==> src/rtl/timer_pkg.sv <==
package timer_pkg;
  localparam logic [7:0] OFF_LOAD  = 8'h00;
  localparam logic [7:0] OFF_CUR   = 8'h04;
  localparam logic [7:0] OFF_CTRL  = 8'h08;
  localparam logic [7:0] OFF_CLR   = 8'h0C;
  localparam logic [7:0] OFF_STAT  = 8'h10;
  localparam logic [7:0] OFF_GSTAT = 8'hA0;
  localparam logic [7:0] OFF_GCLR  = 8'hA4;
  localparam logic [7:0] OFF_RAW   = 8'hA8;
  localparam logic [7:0] OFF_VER   = 8'hAC;

  typedef struct packed {
    logic mask;
    logic periodic;
    logic en;
  } ctrl_t;
endpackage

==> src/rtl/timer_regs.sv <==
module timer_regs
  import timer_pkg::*;
#(
  parameter int unsigned DATA_W  = 32,
  parameter int unsigned ADDR_W  = 8,
  parameter logic [DATA_W-1:0] VERSION = '0
) (
  input  logic              clk_i,
  input  logic              rst_ni,
  input  logic              psel_i,
  input  logic              penable_i,
  input  logic              pwrite_i,
  input  logic [ADDR_W-1:0] paddr_i,
  input  logic [DATA_W-1:0] pwdata_i,
  input  logic [DATA_W-1:0] cnt_i,
  input  logic              raw_i,
  output ctrl_t             ctrl_o,
  output logic [DATA_W-1:0] load_o,
  output logic              clr_rd_o,
  output logic [DATA_W-1:0] prdata_o
);
  localparam int unsigned CtrlW = $bits(ctrl_t);

  logic access, wr, rd, masked;
  assign access = psel_i & penable_i;
  assign wr     = access & pwrite_i;
  assign rd     = access & ~pwrite_i;
  assign masked = raw_i & ~ctrl_o.mask;

  function automatic logic hit(input logic [ADDR_W-1:0] a, input logic [7:0] off);
    return a == ADDR_W'(off);
  endfunction

  always_ff @(posedge clk_i or negedge rst_ni) begin
    if (!rst_ni) begin
      ctrl_o <= '0;
      load_o <= '0;
    end else if (wr) begin
      if (hit(paddr_i, OFF_LOAD)) load_o <= pwdata_i;
      if (hit(paddr_i, OFF_CTRL)) ctrl_o <= ctrl_t'(pwdata_i[CtrlW-1:0]);
    end
  end

  assign clr_rd_o = rd & (hit(paddr_i, OFF_CLR) | hit(paddr_i, OFF_GCLR));

  always_comb begin
    prdata_o = '0;
    if      (hit(paddr_i, OFF_LOAD))  prdata_o = load_o;
    else if (hit(paddr_i, OFF_CUR))   prdata_o = cnt_i;
    else if (hit(paddr_i, OFF_CTRL))  prdata_o = DATA_W'(ctrl_o);
    else if (hit(paddr_i, OFF_STAT) || hit(paddr_i, OFF_GSTAT)) prdata_o = DATA_W'(masked);
    else if (hit(paddr_i, OFF_RAW))   prdata_o = DATA_W'(raw_i);
    else if (hit(paddr_i, OFF_VER))   prdata_o = VERSION;
  end
endmodule

==> src/rtl/timer_counter.sv <==
module timer_counter
  import timer_pkg::*;
#(
  parameter int unsigned DATA_W = 32
) (
  input  logic              clk_i,
  input  logic              rst_ni,
  input  ctrl_t             ctrl_i,
  input  logic [DATA_W-1:0] load_i,
  input  logic              clr_rd_i,
  output logic [DATA_W-1:0] cnt_o,
  output logic              en_q_o,
  output logic              raw_o
);
  logic en_rise, at_zero, fire;
  assign en_rise = ctrl_i.en & ~en_q_o;
  assign at_zero = cnt_o == '0;
  assign fire    = ctrl_i.en & ~en_rise & at_zero;

  always_ff @(posedge clk_i or negedge rst_ni) begin
    if (!rst_ni) begin
      cnt_o  <= '0;
      en_q_o <= 1'b0;
      raw_o  <= 1'b0;
    end else begin
      en_q_o <= ctrl_i.en;
      if (en_rise)       cnt_o <= load_i;
      else if (fire)     cnt_o <= ctrl_i.periodic ? load_i : '1;
      else if (ctrl_i.en) cnt_o <= cnt_o - 1'b1;
      // set takes priority over a clear in the same cycle
      raw_o <= fire | (raw_o & ~clr_rd_i);
    end
  end
endmodule

==> src/rtl/apb_down_timer.sv <==
module apb_down_timer
  import timer_pkg::*;
#(
  parameter int unsigned DATA_W  = 32,
  parameter int unsigned ADDR_W  = 8,
  parameter logic [DATA_W-1:0] VERSION = 32'h0001_0200
) (
  input  logic              clk_i,
  input  logic              rst_ni,
  input  logic              psel_i,
  input  logic              penable_i,
  input  logic              pwrite_i,
  input  logic [ADDR_W-1:0] paddr_i,
  input  logic [DATA_W-1:0] pwdata_i,
  output logic [DATA_W-1:0] prdata_o,
  output logic              pready_o,
  output logic              pslverr_o,
  output logic              irq_o
);
  ctrl_t             ctrl_q;
  logic [DATA_W-1:0] load_q, cnt_q;
  logic              clr_rd, raw_q, en_q;

  timer_regs #(.DATA_W(DATA_W), .ADDR_W(ADDR_W), .VERSION(VERSION)) i_regs (
    .clk_i, .rst_ni, .psel_i, .penable_i, .pwrite_i, .paddr_i, .pwdata_i,
    .cnt_i(cnt_q), .raw_i(raw_q), .ctrl_o(ctrl_q), .load_o(load_q),
    .clr_rd_o(clr_rd), .prdata_o
  );

  timer_counter #(.DATA_W(DATA_W)) i_cnt (
    .clk_i, .rst_ni, .ctrl_i(ctrl_q), .load_i(load_q), .clr_rd_i(clr_rd),
    .cnt_o(cnt_q), .en_q_o(en_q), .raw_o(raw_q)
  );

  assign irq_o     = raw_q & ~ctrl_q.mask;
  assign pready_o  = 1'b1;
  assign pslverr_o = 1'b0;
endmodule

==> config.mk <==
export PLATFORM = sky130hd
export DESIGN_NAME = apb_down_timer
export DESIGN_NICKNAME = d
export VERILOG_FILES = /design/src/rtl/timer_pkg.sv /design/src/rtl/timer_regs.sv /design/src/rtl/timer_counter.sv /design/src/rtl/apb_down_timer.sv
export SDC_FILE = /design/constraint.sdc
export NUM_CORES = 1
export LEC_CHECK = 0
export BUFFER_PORTS_ARGS = -buffer_cell sky130_fd_sc_hd__buf_2
export CORE_MARGIN = 5
export CORE_UTILIZATION = 45
export DETAILED_ROUTE_END_ITERATION = 12
export PLACE_DENSITY = 0.77
export SLEW_MARGIN = 40
export SYNTH_ARGS = -nofsm -noshare
export SYNTH_HDL_FRONTEND = slang
export SYNTH_HIERARCHICAL = 1
export SYNTH_SLANG_ARGS = --single-unit
==> constraint.sdc <==
create_clock -name clk_i -period 5.4 [get_ports clk_i]
set_input_delay 0.81 -clock clk_i [delete_from_list [all_inputs] [get_ports clk_i]]
set_output_delay 0.81 -clock clk_i [all_outputs]
set_load 0.005 [all_outputs]
==> run_results.csv, run 1 <==
group,metric,value,unit
cts,h-tree-depth,3,
setup_path,cp.required,4.59,ns
place,dp.cells,633,
global_routing,grt_start_max_net_pins,70,
yosys,synth_area,4510,µm²
timing,finalMaxSlewViolations,0,
global_routing,grt_pass1_wl,19000,µm
timing,hold_viol_final,0,
place,dp_hpwl,7780,µm
floorplan,pin_count,80,
floorplan,row_count,36,
route,detail_route.iter0.violations,227,
place,post_dp_cell_area,4930,µm²
layout,area_delta_synth_final,13.3,%
yosys,avgSynthCellArea,9.96,µm²
route,drc,0,
setup_path,worstPathMaxFanout,31,
pwr,p_switching,0.000530,W
yosys,yosys_warnings,6,
setup_path,reg2reg_from,"i_cnt/cnt_o[0]",
cts,postCtsSetupBuffers,0,
timing,relSlewSlack,0.535,
yosys,yosysSeqAreaShare,0.383,
setup_path,worstSetupStartpoint,"paddr_i[6]",
cts,cts-root-buf,"clkbuf_8",
timing,setup-violations-final,0,
yosys,async_reset_ff_frac,1.00,
route,via_per_inst,5.92,
yosys,synth_nets,499,
cts,cts_sinks,69,
yosys,synth-main-ff-cell,"dfrtp_1",
pwr,p_leak,2.40,nW
layout,mostFrequentLayoutCells,"buf_2, dfrtp_1, nor2_1",
setup_path,ff2ff_setup_slack,2.47,ns
pwr,internal_power,0.000945,W
pwr,clkPwrFrac,0.266,
pwr,seq_power_share,0.455,
place,gp_congestion,0.825,
layout,layout.nets,557,
flow_run,cap_violations,0,
timing,layout_min_cycle_time,3.12,ns
layout,finalInstanceArea,5110,µm²
setup_path,cp.arrival,2.31,ns
route,routed_wl,11500,µm
route,vias,3841,
pwr,power_density,288,nW/µm²
cts,postCtsHoldBufs,0,
cts,clock_path_buffers,2,
cts,clk_pin_slew,0.07,ns
timing,setup_tns,0,ns
route,firstDrtPassIters,5,
yosys,netlist_instances,453,
setup_path,crit_path_end_kind,"output pin",
layout,mostFrequentLayoutCell,"buf_2",
pwr,pwr-share-comb,0.279,
pwr,switching_share,0.360,
global_routing,grt_usage,0.199,
yosys,synth_edf_count,0,
pwr,ir_drop,0.128,mV
yosys,synth_seq_cells,69,
global_routing,overflow,0,
route,ant_nets,0,
floorplan,die_y,110,µm
yosys,yosys.cell_types.count,69,
global_routing,grt_pass1_vias,3779,
timing,fmax,321,MHz
layout,diodes,0,
layout,drive_gt1_frac,0.295,
global_routing,antenna_found_initial,0,
run_status,outcome,"complete, no violations",
floorplan,die_w,110,µm
timing,hold_slack,0.549,ns
place,port_buffers,77,
timing,worst_pin_slew,0.697,ns
layout,stdcell_count,649,
cts,cts_made_buffers,9,
floorplan,start_util,0.462,
setup_path,critPathKind,"primary input to output pin",
worst_hold_path,min_path_type,"primary input to asynchronous set/reset pin",
cts,tritoncts,"done",
cts,worstSkewPairLatency,0.35,ns
route,wl_per_cell,17.8,µm
floorplan,dieArea,12100,µm²
timing,finClkSkew,0.00874,ns
timing,rsz0062_at_grt,"false",
timing,fin_crit_sh,0.578,
setup_path,cp-start-kind,"primary input",
cts,cts_resized,0,
floorplan,core,9770,µm²
[area by class of cell]
| type | instances | area, µm² |
|---|---|---|
| timing repair buffer | 80 | 414 |
| tap | 133 | 166 |
| fill | 929 | 4660 |
| multi-input combinational | 342 | 2590 |
| sequential | 69 | 1730 |
| clock inverter | 1 | 5.00 |
| clock buffer | 15 | 176 |
| inverter | 9 | 33.8 |
[synthesized netlist by cell type, drive strengths merged (4+ instances only)]
master | instances | area [µm²]
nor2 | 55 | 206
xnor2 | 4 | 35.0
nand4 | 7 | 65.1
buf | 17 | 111
nand2b | 4 | 25.0
nor3b | 4 | 35.0
a21oi | 18 | 93.8
or4 | 6 | 48.8
nor3 | 22 | 146
mux2i | 38 | 380
inv | 9 | 33.8
or3 | 5 | 31.3
nand3 | 15 | 80.1
dfrtp | 69 | 1730
o31ai | 4 | 48.8
nand2 | 23 | 86.3
nor4 | 7 | 71.3
o21a | 4 | 30.0
o22ai | 11 | 68.8
o21ai | 18 | 90.1
clkbuf | 16 | 60.1
nor2b | 8 | 57.6
o221a | 6 | 67.6
mux2 | 36 | 518
[per-stage QoR]
step           power (W)  setup slack (ns)  utilization
2_1_floorplan   0.000978              2.74            -
4_1_cts          0.00148              2.25        0.523
3_3_place_gp     0.00106              1.73        0.503
3_5_place_dp     0.00108              2.04        0.504
5_1_grt          0.00156              2.12        0.523
6_report         0.00148              2.28        0.523
[cells by family (layout without fill, tap and decap cells)]
family	after synthesis	after routing	synth area share
adder cells (fa/ha/maj)	1	1	0.00277
flip-flops	69	69	0.383
XOR/XNOR	4	4	0.00776
other	2	2	0.00166
AO/OA/AOI/OAI	92	92	0.149
buffers and inverters	42	105	0.0455
AND/OR/NAND/NOR	169	169	0.212
multiplexers	74	74	0.199
[critical path, stage by stage]
cell and delay [ns]:
buf_2 0.12, nor3_2 0.27, nand3_2 0.59, o21ai_0 0.36, buf_2 0.16
[sequential cells by signal (all words and copies together), names as in the netlist]
name,cells
i_regs/ctrl_o,3
i_cnt/en_q_o,1
i_regs/load_o,32
i_cnt/cnt_o,32
i_cnt/raw_o,1
[power groups by stage]
stage	sequential (W)	combinational [W]	clock [W]
4_1_cts	0.000669	0.000407	0.000404
3_3_place_gp	0.000671	0.000390	0
3_5_place_dp	0.000679	0.000404	0
5_1_grt	0.000683	0.000453	0.000421
6_report	0.000671	0.000411	0.000393
2_1_floorplan	0.000649	0.000329	0
[path summary, 6_finish.rpt]
path	end	cells after the start
min in group clk_i	i_regs/load_o[27]	1
worst max register to register	i_cnt/cnt_o[15]	7
worst min-delay path	i_regs/load_o[28]	2
worst min register to register	i_regs/load_o[27]	1
worst max-delay path	prdata_o[16]	5
max in group asynchronous	i_cnt/en_q_o	2
[layer usage]
metal | up-vias | share of wire | track usage
li1 | 1803 | - | -
met1 | 1895 | 0.44 | 0.264
met2 | 124 | 0.47 | 0.326
met3 | 19 | 0.064 | 0.0315
met4 | 0 | 0.019 | 0.0756
met5 | - | 0 | 0
Power figures use the tool's default switching activity.
==> run 2, diff against run 1 <==
Settings changed: ABC_AREA from default to 1, PLACE_DENSITY 0.77 to 0.8.
Clock period 5.4 ns to 2.86 ns, I/O delays scaled along.
==> run 2 against run 1 <==
Net effect: power is 56% higher; die area is 6.7% higher; clock-buffer cell count fell by 4; wire length grew 17%; flip-flop and latch count unchanged.
==> run_results.csv, run 2 <==
group,metric,value,unit
run_status,outcome,"complete, no violations",
setup_path,worstPathMaxFanout,14,
setup_path,reg2reg_from,"i_cnt/cnt_o[0]",
cts,cts_made_buffers,9,
yosys,yosys.cell_types.count,32,
setup_path,endpoint,"i_cnt/cnt_o[16]",
route,drc,0,
floorplan,pin_count,80,
floorplan,row_count,37,
floorplan,die_y,114,µm
setup_path,cp.arrival,2.46,ns
timing,worst_pin_slew,0.637,ns
setup_path,critPathKind,"flip-flop to flip-flop",
route,vias,4979,
floorplan,dieArea,12900,µm²
cts,h-tree-depth,3,
cts,clock_path_buffers,2,
route,ant_nets,0,
place,port_buffers,77,
global_routing,overflow,0,
layout,finalInstanceArea,5560,µm²
yosys,avgSynthCellArea,6.26,µm²
timing,hold_viol_final,0,
pwr,ir_drop,0.191,mV
yosys,async_reset_ff_frac,1.00,
route,routed_wl,13500,µm
yosys,synth_seq_cells,69,
yosys,yosysSeqAreaShare,0.356,
timing,fin_crit_sh,0.761,
cts,cts_sinks,69,
layout,area_delta_synth_final,14.7,%
layout,drive_gt1_frac,0.156,
flow_run,cap_violations,0,
yosys,yosys-top-cells-area,"dfrtp_1, nand2_1, nand3_1",
worst_hold_path,min_path_type,"primary input to asynchronous set/reset pin",
yosys,synth_edf_count,0,
yosys,yosysMostFrequentCell,"nand2_1",
pwr,power_density,415,nW/µm²
global_routing,grt_start_max_net_pins,70,
yosys,synth_top_area_cell,"dfrtp_1",
global_routing,grt_usage,0.211,
cts,cts-root-buf,"clkbuf_8",
setup_path,rr_endpoint,"i_cnt/cnt_o[16]",
floorplan,core,10400,µm²
setup_path,crit_path_end_kind,"flip-flop",
timing,finClkSkew,0.0112,ns
route,firstDrtPassIters,5,
floorplan,die_w,114,µm
layout,diodes,0,
cts,tritoncts,"done",
route,detail_route.iter0.violations,361,
timing,setup_tns,0,ns
setup_path,ff2ff_setup_slack,0.68,ns
cts,cts_resized,0,
cts,clk_pin_slew,0.07,ns
place,gp_congestion,0.934,
cts,worstSkewPairLatency,0.36,ns
global_routing,grt_pass1_vias,4692,
cts,postCtsSetupBuffers,0,
layout,mostFrequentLayoutCell,"nand2_1",
global_routing,grt_pass1_wl,22400,µm
yosys,synth-main-ff-cell,"dfrtp_1",
timing,finalMaxSlewViolations,0,
floorplan,start_util,0.465,
yosys,yosys_warnings,6,
route,via_per_inst,5.08,
place,dp_hpwl,9740,µm
setup_path,cp.required,3.15,ns
timing,rsz0062_at_grt,"false",
timing,setup-violations-final,0,
setup_path,ff2ff_path_depth,11,
layout,mostFrequentLayoutCells,"nand2_1, nand3_1, nor2_1",
place,post_dp_cell_area,5310,µm²
yosys,synth_top_area_share,0.356,
pwr,design_power_total,0.00231,W
route,wl_per_cell,13.7,µm
setup_path,cp-start-kind,"flip-flop",
yosys,synth_nets,820,
yosys,netlist_instances,774,
layout,reg.largest.list,"i_cnt/cnt_o (32), i_regs/load_o (32), i_regs/ctrl_o (3)",
cts,postCtsHoldBufs,0,
pwr,p_leak,3.26,nW
yosys,synth_commonest_cells,"nand2_1, nand3_1, nor2_1",
setup_path,worstSetupStartpoint,"i_cnt/cnt_o[0]",
timing,relSlewSlack,0.574,
layout,layout.nets,886,
yosys,synth_area,4850,µm²
timing,layout_min_cycle_time,2.18,ns
timing,fmax,459,MHz
global_routing,antenna_found_initial,0,
## run 2: changes by cell type after synthesis, sizes merged, moves of 22 or more
| cell | change |
|---|---|
| nand3 | +69 |
| mux2 | -36 |
| inv | +56 |
| o21ai | +22 |
| nand2 | +311 |
| nor2 | +38 |
| mux2i | -38 |
## run 2: metrics by stage
step	instances	setup slack (ns)	util	hold slack, ns
after detailed placement	965	0.502	0.510	0.508
after global routing	981	0.481	0.534	0.233
after floorplan	774	1.04	-	0.133
after CTS	981	0.697	0.534	0.197
final	981	0.683	0.534	0.171
after global placement	965	0.590	0.509	0.507
## run 2: worst min-delay path by stage
stage | from | to | slack [ns] | depth (start not counted)
floorplan | rst_ni | i_cnt/cnt_o[0] | 0.13 | 0
global route | rst_ni | i_regs/load_o[24] | 0.23 | 2
CTS | rst_ni | i_regs/load_o[24] | 0.20 | 2
global placement | i_regs/load_o[14] | i_regs/load_o[14] | 0.51 | 2
finish | rst_ni | i_regs/load_o[25] | 0.17 | 2
detailed placement | i_regs/load_o[23] | i_regs/load_o[23] | 0.51 | 2
## run 2: cell families after synthesis
group                      after synthesis  share of synthesized area
buffers and inverters                   99                     0.0893
adders and majority gates                1                    0.00258
and+or+nand+nor                        524                      0.450
xor gates and xnor gates                15                     0.0271
DFF                                     69                      0.356
AOI/OAI and AO/OA                       64                     0.0733
other                                    2                    0.00155
## run 2: critical path, cell delays in order (launching register included)
cell and delay (ns):
dfrtp_1 0.39, inv_1 0.13, ha_1 0.30, nand2_2 0.11, nor2_4 0.19, nand3_2 0.11
nor2_4 0.32, buf_4 0.24, o21ai_0 0.09, nand2_1 0.09, nand2_1 0.05, nand3_1 0.10
## run 2: layer usage
layer,GRT usage,routed length [µm],share of wire,vias up
li1,-,-,-,2542
met1,0.296,6110,0.45,2240
met2,0.333,6250,0.46,180
met3,0.0361,951,0.071,17
met4,0.0665,167,0.012,0
met5,0,0,0,-
## run 2: cell type report
| class | instances | area, µm² |
|---|---|---|
| Sequential cell | 69 | 1730 |
| Timing Repair Buffer | 89 | 479 |
| Clock inverter | 5 | 106 |
| Tap cell | 136 | 170 |
| Fill cell | 1055 | 4860 |
| Inverter | 65 | 244 |
| Clock buffer | 11 | 141 |
| Multi-Input combinational cell | 606 | 2690 |
## run 2: where the power goes
part / switching (W) / internal (W)
combinational: 0.000193 / 0.000112
clock: 0.000389 / 0.000606
sequential: 0.0000183 / 0.000988
total: 0.000600 / 0.00171
